$ cat config.mk
export PLATFORM = sky130hd
export DESIGN_NAME = tmr_evcnt
export DESIGN_NICKNAME = d
export VERILOG_FILES = /design/src/rtl/tmr_pkg.sv /design/src/rtl/tmr_regs.sv /design/src/rtl/tmr_counter.sv /design/src/rtl/tmr_pin.sv /design/src/rtl/tmr_evcnt.sv
export SDC_FILE = /design/constraint.sdc
export NUM_CORES = 1
export LEC_CHECK = 0
export BUFFER_PORTS_ARGS = -buffer_cell sky130_fd_sc_hd__buf_2
export CORE_MARGIN = 2
export CORE_UTILIZATION = 45
export DETAILED_ROUTE_END_ITERATION = 12
export GPL_ROUTABILITY_DRIVEN = 1
export PLACE_DENSITY = 0.71
export SYNTH_ARGS = -nofsm -noshare
export SYNTH_HDL_FRONTEND = slang
export SYNTH_SLANG_ARGS = --single-unit
$ cat constraint.sdc
create_clock -name clk -period 3.5 [get_ports clk]
set_clock_uncertainty 0.2 [all_clocks]
set_input_delay 0 -clock clk [delete_from_list [all_inputs] [get_ports clk]]
set_output_delay 0 -clock clk [all_outputs]
set_load 0.005 [all_outputs]
$ cat src/rtl/tmr_pkg.sv
package tmr_pkg;
  localparam int unsigned BIT_EN   = 0;
  localparam int unsigned MODE_LO  = 1;
  localparam int unsigned MODE_W   = 4;
  localparam int unsigned BIT_RL   = 5;
  localparam int unsigned BIT_DIR  = 6;
  localparam int unsigned BIT_INV  = 7;
  localparam int unsigned BIT_DI   = 8;
  localparam int unsigned BIT_DO   = 9;
  localparam int unsigned CTRL_USED = 10;

  localparam logic [1:0] A_CTRL = 2'd0;
  localparam logic [1:0] A_LOAD = 2'd1;
  localparam logic [1:0] A_CMP  = 2'd2;
  localparam logic [1:0] A_CNT  = 2'd3;

  localparam logic [MODE_W-1:0] MODE_PWM = 4'd7;

  typedef enum logic [2:0] {
    GRP_TIMER,
    GRP_MEAS,
    GRP_PWM,
    GRP_WDOG,
    GRP_OTHER
  } grp_e;

  function automatic grp_e mode_group(input logic [MODE_W-1:0] m);
    if (m <= 4'd3)                    return GRP_TIMER;
    else if (m == 4'd4 || m == 4'd5)  return GRP_MEAS;
    else if (m == MODE_PWM)           return GRP_PWM;
    else if (m == 4'd9 || m == 4'd10) return GRP_WDOG;
    else                              return GRP_OTHER;
  endfunction

  function automatic logic match_group(input grp_e g);
    return (g == GRP_TIMER) || (g == GRP_WDOG);
  endfunction
endpackage

$ cat src/rtl/tmr_regs.sv
module tmr_regs
  import tmr_pkg::*;
#(
  parameter int unsigned DW = 24,
  parameter int unsigned AW = 2
) (
  input  logic              clk,
  input  logic              rst_n,
  input  logic              wr_en,
  input  logic [AW-1:0]     wr_addr,
  input  logic [DW-1:0]     wr_data,
  input  logic [AW-1:0]     rd_addr,
  input  logic [DW-1:0]     cnt,
  input  logic              di,
  output logic              en_q,
  output logic [MODE_W-1:0] mode_q,
  output logic              rl_q,
  output logic              dir_q,
  output logic              inv_q,
  output logic              do_q,
  output logic [DW-1:0]     load_q,
  output logic [DW-1:0]     cmp_q,
  output logic [DW-1:0]     rd_data
);
  localparam int unsigned PAD = DW - CTRL_USED;

  logic wr_ctrl, wr_load, wr_cmp;
  logic [DW-1:0] ctrl_word;
  logic unused_bits;

  assign wr_ctrl = wr_en && (wr_addr == AW'(A_CTRL));
  assign wr_load = wr_en && (wr_addr == AW'(A_LOAD));
  assign wr_cmp  = wr_en && (wr_addr == AW'(A_CMP));
  assign unused_bits = ^{wr_data[DW-1:CTRL_USED], wr_data[BIT_DI]};

  always_ff @(posedge clk or negedge rst_n) begin
    if (!rst_n) begin
      en_q   <= 1'b0;
      mode_q <= '0;
      rl_q   <= 1'b0;
      dir_q  <= 1'b0;
      inv_q  <= 1'b0;
      do_q   <= 1'b0;
    end else if (wr_ctrl) begin
      en_q   <= wr_data[BIT_EN];
      mode_q <= wr_data[MODE_LO +: MODE_W];
      rl_q   <= wr_data[BIT_RL];
      dir_q  <= wr_data[BIT_DIR];
      inv_q  <= wr_data[BIT_INV];
      if (mode_q == '0) do_q <= wr_data[BIT_DO];
    end
  end

  always_ff @(posedge clk or negedge rst_n) begin
    if (!rst_n) begin
      load_q <= '0;
      cmp_q  <= '0;
    end else begin
      if (wr_load) load_q <= wr_data;
      if (wr_cmp)  cmp_q  <= wr_data;
    end
  end

  assign ctrl_word = {{PAD{1'b0}}, do_q, di, inv_q, dir_q, rl_q, mode_q, en_q};

  always_comb begin
    unique case (rd_addr)
      AW'(A_CTRL): rd_data = ctrl_word;
      AW'(A_LOAD): rd_data = load_q;
      AW'(A_CMP):  rd_data = cmp_q;
      default:     rd_data = cnt;
    endcase
  end
endmodule

$ cat src/rtl/tmr_counter.sv
module tmr_counter
  import tmr_pkg::*;
#(
  parameter int unsigned DW = 24
) (
  input  logic              clk,
  input  logic              rst_n,
  input  logic              en,
  input  logic [MODE_W-1:0] mode,
  input  logic              rl,
  input  logic              tick,
  input  logic              meas_edge,
  input  logic [DW-1:0]     load_val,
  input  logic [DW-1:0]     cmp_val,
  output logic [DW-1:0]     cnt_q,
  output logic              ev_first_load,
  output logic              ev_cmp_reload,
  output logic              ev_ovf_reload,
  output logic              ev_edge_preload
);
  localparam logic [DW-1:0] CNT_MAX = '1;

  function automatic logic [DW-1:0] bump(input logic [DW-1:0] v);
    return v + 1'b1;
  endfunction

  grp_e grp;
  logic started_q;
  logic [DW-1:0] cnt_d;
  logic step_ok;

  assign grp     = mode_group(mode);
  assign step_ok = en && tick;

  always_comb begin
    ev_first_load   = step_ok && !started_q && match_group(grp);
    ev_cmp_reload   = step_ok && started_q && rl && match_group(grp) && (cnt_q == cmp_val);
    ev_ovf_reload   = step_ok && rl && (grp == GRP_PWM) && (cnt_q == CNT_MAX);
    ev_edge_preload = en && rl && (grp == GRP_MEAS) && meas_edge;
    cnt_d = cnt_q;
    if (ev_first_load || ev_cmp_reload || ev_ovf_reload || ev_edge_preload)
      cnt_d = load_val;
    else if (step_ok)
      cnt_d = bump(cnt_q);
  end

  always_ff @(posedge clk or negedge rst_n) begin
    if (!rst_n) begin
      cnt_q     <= '0;
      started_q <= 1'b0;
    end else begin
      cnt_q <= cnt_d;
      if (!en)       started_q <= 1'b0;
      else if (tick) started_q <= 1'b1;
    end
  end
endmodule

$ cat src/rtl/tmr_pin.sv
module tmr_pin
  import tmr_pkg::*;
(
  input  logic              clk,
  input  logic              rst_n,
  input  logic              pin_in,
  input  logic [MODE_W-1:0] mode,
  input  logic              dir,
  input  logic              inv,
  input  logic              dout,
  input  logic              pwm_hi,
  output logic              di_q,
  output logic              meas_edge,
  output logic              pin_oe,
  output logic              pin_out
);
  logic di_prev_q;
  logic gpio_on, pwm_on;

  always_ff @(posedge clk or negedge rst_n) begin
    if (!rst_n) begin
      di_q      <= 1'b0;
      di_prev_q <= 1'b0;
    end else begin
      di_q      <= pin_in ^ inv;
      di_prev_q <= di_q;
    end
  end

  assign meas_edge = di_q && !di_prev_q;
  assign gpio_on   = (mode == '0);
  assign pwm_on    = (mode == MODE_PWM);

  always_comb begin
    pin_oe  = 1'b0;
    pin_out = 1'b0;
    if (gpio_on && dir) begin
      pin_oe  = 1'b1;
      pin_out = dout ^ inv;
    end else if (pwm_on) begin
      pin_oe  = 1'b1;
      pin_out = pwm_hi ^ inv;
    end
  end
endmodule

$ cat src/rtl/tmr_evcnt.sv
module tmr_evcnt
  import tmr_pkg::*;
#(
  parameter int unsigned DW = 24,
  parameter int unsigned AW = 2
) (
  input  logic          clk,
  input  logic          rst_n,
  input  logic          tick,
  input  logic          wr_en,
  input  logic [AW-1:0] wr_addr,
  input  logic [DW-1:0] wr_data,
  input  logic [AW-1:0] rd_addr,
  output logic [DW-1:0] rd_data,
  input  logic          pin_in,
  output logic          pin_oe,
  output logic          pin_out
);
  logic              en_q, rl_q, dir_q, inv_q, do_q, di_q;
  logic [MODE_W-1:0] mode_q;
  logic [DW-1:0]     load_q, cmp_q, cnt_q;
  logic              meas_edge, pwm_hi;
  logic              ev_first_load, ev_cmp_reload, ev_ovf_reload, ev_edge_preload;

  assign pwm_hi = (cnt_q >= cmp_q);

  tmr_regs #(.DW(DW), .AW(AW)) u_regs (
    .clk(clk), .rst_n(rst_n), .wr_en(wr_en), .wr_addr(wr_addr), .wr_data(wr_data),
    .rd_addr(rd_addr), .cnt(cnt_q), .di(di_q),
    .en_q(en_q), .mode_q(mode_q), .rl_q(rl_q), .dir_q(dir_q), .inv_q(inv_q), .do_q(do_q),
    .load_q(load_q), .cmp_q(cmp_q), .rd_data(rd_data)
  );

  tmr_counter #(.DW(DW)) u_cnt (
    .clk(clk), .rst_n(rst_n), .en(en_q), .mode(mode_q), .rl(rl_q), .tick(tick),
    .meas_edge(meas_edge), .load_val(load_q), .cmp_val(cmp_q), .cnt_q(cnt_q),
    .ev_first_load(ev_first_load), .ev_cmp_reload(ev_cmp_reload),
    .ev_ovf_reload(ev_ovf_reload), .ev_edge_preload(ev_edge_preload)
  );

  tmr_pin u_pin (
    .clk(clk), .rst_n(rst_n), .pin_in(pin_in), .mode(mode_q), .dir(dir_q), .inv(inv_q),
    .dout(do_q), .pwm_hi(pwm_hi), .di_q(di_q), .meas_edge(meas_edge),
    .pin_oe(pin_oe), .pin_out(pin_out)
  );
endmodule

# Word level (Yosys, flattened, before mapping)
# Index checks and enable logic that the tools add are counted.
# classes
n_addsub,1
n_eq_ne,15
n_mux,13
reduce_logical,32
bitwise,3
magnitude_cmp,2
# op_table
cell,n
24-bit one-hot mux with 3 select lines,1
24-bit two-way mux,2
24-bit by 1-bit adder with 24-bit output (second input constant),1
24-bit == test,1
24-bit == test (second input constant),1
24-bit >= comparator,1
1-bit logical AND,18
4-bit by 3-bit == test with 1-bit output (second input constant),3
3-bit two-way mux,4
4-bit == test (second input constant),2
3-bit by 2-bit == test with 1-bit output (second input constant),2
1-bit logical OR,6
1-bit two-way mux,6
2-bit by 1-bit == test with 1-bit output (second input constant),2
2-bit == test (second input constant),2
4-bit by 2-bit less-or-equal comparator with 1-bit output (second input constant),1
2-bit zero test,2
4-bit zero test,1
3-bit by 1-bit == test with 1-bit output (second input constant),1
3-bit zero test,1
1-bit bitwise XOR,3
1-bit zero test,2
2-bit != test (second input constant),1
2-bit AND reduction,1
2-bit nonzero test,1
# totals
ff_bits,84
input_bits,33
output_inout_bits,26
wordCells,78

# Depth between registers and ports, before layout
# Gate-level depths: netlist (run 1).
# depth
depth_word,14
depth_mapped,9
ltp_nobuf,8

# Modules after synthesis
# From an unflattened synthesis (run 1), not the netlist that was laid out.
# unflattened
cells_unflattened,441
area_unflattened_um2,5277.6
# modules_own_cells
module,cells_each,seq_area_each_um2,instances,area_each_um2
tmr_regs,169,1426.4,1,2708.8
tmr_counter,175,625.6,1,1834.3
tmr_evcnt,83,0.0,1,593.1
tmr_pin,14,50.0,1,141.4

# Worst setup path before layout (run 1)
# No wires, ideal clock.
# synth_path
path_type,register -> register
from,register u_cnt.cnt_q[0]
to,register u_cnt.cnt_q[10]
t_required_ns,3.175
path_slack_ns,0.954
path_buffers,1
arrival_time_ns,2.221
setup_time_ns,0.125
path_stages_with_launch,9
period_less_slack_ns,2.546
cell_sequence,dfrtp_1 -> ha_1 -> nand3_4 -> nand3b_4 -> or2_4 -> or4_4 -> nand3_4 -> buf_12 -> mux2_4
# synth_via
elab_chain_cells,6
word_cells_on_any_way,11
classes_between,add/sub (1); eq/ne (2); mux (2); reduce/logical (6)
# synth_rtl
element,line_no,source
from (decl),tmr_counter.sv:15,"output logic [DW-1:0] cnt_q,"
from (signal assigned),tmr_counter.sv:52,cnt_q <= cnt_d;
"parallel branches: the longest is 6 deep, another holds 24-bit by 1-bit adder with 24-bit output",--,
# Several ways; the timed one is not identified. The select of a mux whose other input is x is not followed.
# A chain may end at the register's enable or synchronous reset.

# Final worst setup path (run 1)
# layout_path
from,register u_cnt.cnt_q[22]
to,output port pin_out
# layout_via
elab_chain_cells,4
# layout_rtl
element,line_no,source
24-bit >= comparator,tmr_evcnt.sv:25,assign pwm_hi = (cnt_q >= cmp_q);
1-bit bitwise XOR,tmr_pin.sv:42,pin_out = pwm_hi ^ inv;
1-bit two-way mux,tmr_pin.sv:40,end else if (pwm_on) begin
1-bit two-way mux,tmr_pin.sv:37,if (gpio_on && dir) begin
to (decl),tmr_evcnt.sv:17,output logic pin_out
# Every way passes these cells.

==> impl_metrics.yaml, run 1 <==
yosys:
  synth-async-reset-ratio_pct: 100
  ys_seq_area_share_pct: 42.6
  yosys_warnings: 0
  synth_edf_count: 0
  ys.flop_type: "dfrtp_1"
  synth_fp_nets: 472
  ys_ff_latch: 84
  syn-cell-area_um2: 4940
  yosysUniqueCellTypes: 49
  postSynthCellCount: 414
  syn_avg_cell_area_um2: 11.9
place:
  place_area_um2: 5340
  dp_cells: 600
  hpwl_um: 7780
  portBuffers: 58
  place.gp.congestion: 0.842
sta:
  finalSetupViolCount: 0
  tightest_slew_ns: 1.08
  slew_headroom_pct: 27.6
  period_needed_ns: 3.04
  fin_hold_ws_ns: 0.100
  fmax_mhz: 329
  drv_slew: 0
  hold_viol: 0
  tns_ns: 0
  rsz0062_at_grt: "false"
  fin_crit_sh_pct: 86.8
pwr:
  power.density_nw_per_um2: 625
  ir_worst_vdd_mv: 0.212
  finalPower_uw: 3650
  leakage_uw: 0.00270
floorplanning:
  ios: 59
  dieArea_um2: 11800
  die_w_um: 109
  core_um2: 10800
  initial_core_util_pct: 45.8
  dieHeight_um: 109
  row_count: 38
finish:
  nets: 558
  antenna_cells: 0
  n_fill_cell: 940
  fin_area_um2: 5840
  seq_area_um2: 2100
  final_cell_mix: "dfrtp_1 (84), mux2_2 (62), buf_2 (57)"
  final_common_cell: "dfrtp_1"
  instances_no_fill: 645
  drive_gt1_share_pct: 34.7
  area.growth.synth_to_final_pct: 18.3
  multiInputGateArea_um2: 2630
grt:
  top_usage_layer: "met2"
  grt_use_met2_pct: 33.5
  use_met3_pct: 5.26
  grt_max_degree: 85
  grt.met1_usage_pct: 26.6
  grt_antenna_before_repair: 0
  gr-total-overflow: 0
  grt_usage_pct: 20.5
  first_global_vias: 3723
  grt_pass1_wl_um: 18500
clock_network:
  cts_tree: "done"
  cts_buffers: 9
  cts_buffer_depth: 2
  cts_root_buf: "clkbuf_8"
  cts_sinks: 84
  clk_pin_slew_worst_paths_ns: 0.09
  htreeDepth: 3
  clkLatencyLatePin_ns: 0.37
  cts-resized-gates: 0
worst_setup_path:
  end_kind: "output pin"
  worstSetupPathType: "reg2out"
  arrival_ns: 2.84
  startpoint: "u_cnt.cnt_q[22]"
  start_kind: "flip-flop"
  critPathMaxFanout: 3
  cp.required_ns: 3.30
  timing.rr.start: "u_cnt.cnt_q[2]"
  rrSetupSlack_ns: 0.58
route:
  avgRoutedWirePerCell_um: 16.8
  vias: 3443
  vias_per_cell: 5.34
  wl_um: 10800
  first_pass_iters: 4
  drcViolationCount: 0
  ant_nets: 0
  drt_iter0_drc: 165
worst_hold_path:
  worstHoldStart: "wr_en"
  hp-class: "in2reg"
status:
  status: "completed"
job:
  cap_violations: 0
## routing by layer
layer	part of all wire, %	up-vias
met5	0	-
met1	46	1684
met3	4.6	18
met4	1.8	0
li1	-	1669
met2	48	72
## path summary, 6_finish.rpt
kind,to,cells after the start
hold reg to reg,u_pin.di_prev_q,0
setup / recovery,pin_out,8
max in group asynchronous,u_regs.load_q[19],2
hold / removal,u_regs.rl_q,4
min in group asynchronous,u_regs.mode_q[2],2
setup reg to reg,u_cnt.cnt_q[1],6
## report_power, final
| part | switching (uW) | total, uW | internal, uW |
|---|---|---|---|
| combinational | 546 | 1300 | 758 |
| sequential | 336 | 1580 | 1250 |
| clock | 348 | 768 | 421 |
## layout make-up
type / instances / area share, %
timing repair buffer: 91 / 10.5
clock buffer: 12 / 2.48
tap: 140 / 3.00
clock inverter: 4 / 1.24
multi-input combinational: 285 / 45.0
inverter: 29 / 1.86
sequential: 84 / 36.0
## cells in the mapped netlist (all sizes together), types with 11 or more instances
library cell  number  area share, %
dfrtp             84             43
mux2              81             20
inv               29            2.2
nand2             28            2.1
ha                25            6.3
o21ai             17            1.7
a22o              14            2.5
nor2              14            1.1
xnor2             14            2.5
clkbuf            12           0.91
xor2              11            2.0
## worst max-delay path, stage by stage, from the launching register on
cell	delay, ns
dfrtp_1	0.41
ha_1	0.31
nand4_1	0.18
nor4_1	0.11
and2_1	0.18
a2111oi_0	0.70
nand4b_1	0.17
a22oi_1	0.26
buf_2	0.16
## state kept, by name, indices dropped and copies added (netlist names)
register / count
u_regs.rl_q: 1
u_pin.di_prev_q: 1
u_regs.load_q: 24
u_cnt.started_q: 1
u_regs.do_q: 1
u_pin.di_q: 1
u_cnt.cnt_q: 24
u_regs.cmp_q: 24
u_regs.inv_q: 1
u_regs.en_q: 1
u_regs.dir_q: 1
u_regs.mode_q: 4
## cells by family (layout without fill, tap and decap cells)
kind of cell	count (synthesis)	after routing	share of synthesized area (%)
compound gates	54	54	7.30
xor+xnor	25	25	4.43
fa+ha+maj	25	25	6.33
buf+inv	45	136	4.23
flops	84	84	42.6
mux	92	92	24.8
simple gates	89	89	10.4
## what timing repair did
item,CTS,global route
setup buffers,0,0
hold buffers,29,0
endpoints found under the hold margin,145,0
## metrics by stage
step                worst slack, ns  util (%)
floorplan                     0.954         -
global placement              0.656      49.4
detailed placement            0.595      49.4
CTS                           0.411      54.2
global route                  0.280      54.2
finish                        0.460      54.2
Note: power is estimated with default switching activity, not from simulation.
==> inputs of run 2 (changes only) <==
MAX_ROUTING_LAYER = met4   (was not set)
==> impl_metrics.yaml, run 2 (synthesis results as in run 1) <==
status:
  status: "completed"
clock_network:
  post-cts-setup-buffers: 0
  cts_buffers: 9
  cts_hold_buf: 29
  cts-resized-gates: 0
  cts_buffer_depth: 2
  cts_tree: "done"
  htreeDepth: 3
  cts_sinks: 84
  clk_pin_slew_worst_paths_ns: 0.09
  cts_root_buf: "clkbuf_8"
  clkLatencyLatePin_ns: 0.37
route:
  drcViolationCount: 0
  ant_nets: 0
  wl_um: 10800
  drt_iter0_drc: 201
  vias: 3453
  first_pass_iters: 4
  vias_per_cell: 5.35
  avgRoutedWirePerCell_um: 16.8
worst_setup_path:
  cp.required_ns: 3.30
  worstSetupPathType: "reg2out"
  end_kind: "output pin"
  start_kind: "flip-flop"
  critPathMaxFanout: 3
  arrival_ns: 2.84
pwr:
  finalPower_uw: 3650
  leakage_uw: 0.00270
  power.density_nw_per_um2: 625
  ir_worst_vdd_mv: 0.211
floorplanning:
  dieHeight_um: 109
  die_w_um: 109
  dieArea_um2: 11800
  ios: 59
  initial_core_util_pct: 45.8
  core_um2: 10800
  row_count: 38
sta:
  slew_headroom_pct: 27.3
  fin_crit_sh_pct: 86.8
  tightest_slew_ns: 1.09
  rsz0062_at_grt: "false"
  tns_ns: 0
  period_needed_ns: 3.04
  hold_viol: 0
  drv_slew: 0
  finalSetupViolCount: 0
  fmax_mhz: 329
grt:
  grt.met1_usage_pct: 26.6
  first_global_vias: 3713
  gr-total-overflow: 0
  grt_antenna_before_repair: 0
  grt_max_degree: 85
  grt_usage_pct: 21.1
  grt_use_met2_pct: 33.6
  top_usage_layer: "met2"
  grt_pass1_wl_um: 18500
  use_met3_pct: 5.08
finish:
  nets: 558
  antenna_cells: 0
  area.growth.synth_to_final_pct: 18.3
  n_fill_cell: 940
  reg.largest.list: "u_cnt.cnt_q (24), u_regs.cmp_q (24), u_regs.load_q (24)"
  drive_gt1_share_pct: 34.7
  final_cell_mix: "dfrtp_1 (84), mux2_2 (62), buf_2 (57)"
  final_common_cell: "dfrtp_1"
worst_hold_path:
  hp-class: "in2reg"
place:
  place.gp.congestion: 0.855
  hpwl_um: 7780
  portBuffers: 58
job:
  cap_violations: 0
[run 2: area by class of cell]
| cell class | count | area (um^2) | area share (%) |
|---|---|---|---|
| well taps | 140 | 175 | 3.00 |
| inverters | 29 | 109 | 1.86 |
| repair buffers | 91 | 613 | 10.5 |
| clock buffers | 12 | 145 | 2.48 |
| clock inverters | 4 | 72.6 | 1.24 |
| flip-flops and latches | 84 | 2100 | 36.0 |
| multi-input cells | 285 | 2630 | 45.0 |
[run 2: power breakdown]
group	total, uW	internal (uW)	switching, uW
sequential	1580	1250	337
clock	764	421	343
combinational	1310	758	548
total	3650	2420	1230
[run 2: worst max-delay path: stages, from the launching register on]
cell	delay, ns
dfrtp_1	0.41
ha_1	0.31
nand4_1	0.18
nor4_1	0.11
and2_1	0.18
a2111oi_0	0.70
nand4b_1	0.17
a22oi_1	0.26
buf_2	0.16
[run 2: routing by layer]
layer	wire length, um	up-vias
met5	0	-
met4	169	0
met3	411	14
met2	5210	70
met1	5050	1697
li1	-	1672
[run 2: through the flow]
step,instance area (um^2),setup WS [ns],instances,hold WS [ns],utilization (%)
final,5840,0.463,645,0.111,54.2
after global routing,5840,0.280,645,0.125,54.2
after CTS,5840,0.411,645,0.0840,54.2
after detailed placement,5340,0.595,600,-0.00899,49.4
after global placement,5340,0.656,600,-0.0104,49.4
after floorplan,4940,0.954,414,-0.496,-
[run 2: worst paths after layout]
| path | startpoint | to | slack (ns) | cells after the start |
|---|---|---|---|---|
| min in group asynchronous | rst_n | u_regs.mode_q[2] | 0.17 | 2 |
| worst min register to register | u_pin.di_q | u_pin.di_prev_q | 0.27 | 0 |
| worst max-delay path | u_cnt.cnt_q[22] | pin_out | 0.46 | 8 |
| max in group asynchronous | rst_n | u_regs.load_q[14] | 2.24 | 2 |
| worst max register to register | u_cnt.cnt_q[2] | u_cnt.cnt_q[1] | 0.58 | 6 |
| worst min-delay path | wr_en | u_regs.dir_q | 0.11 | 4 |
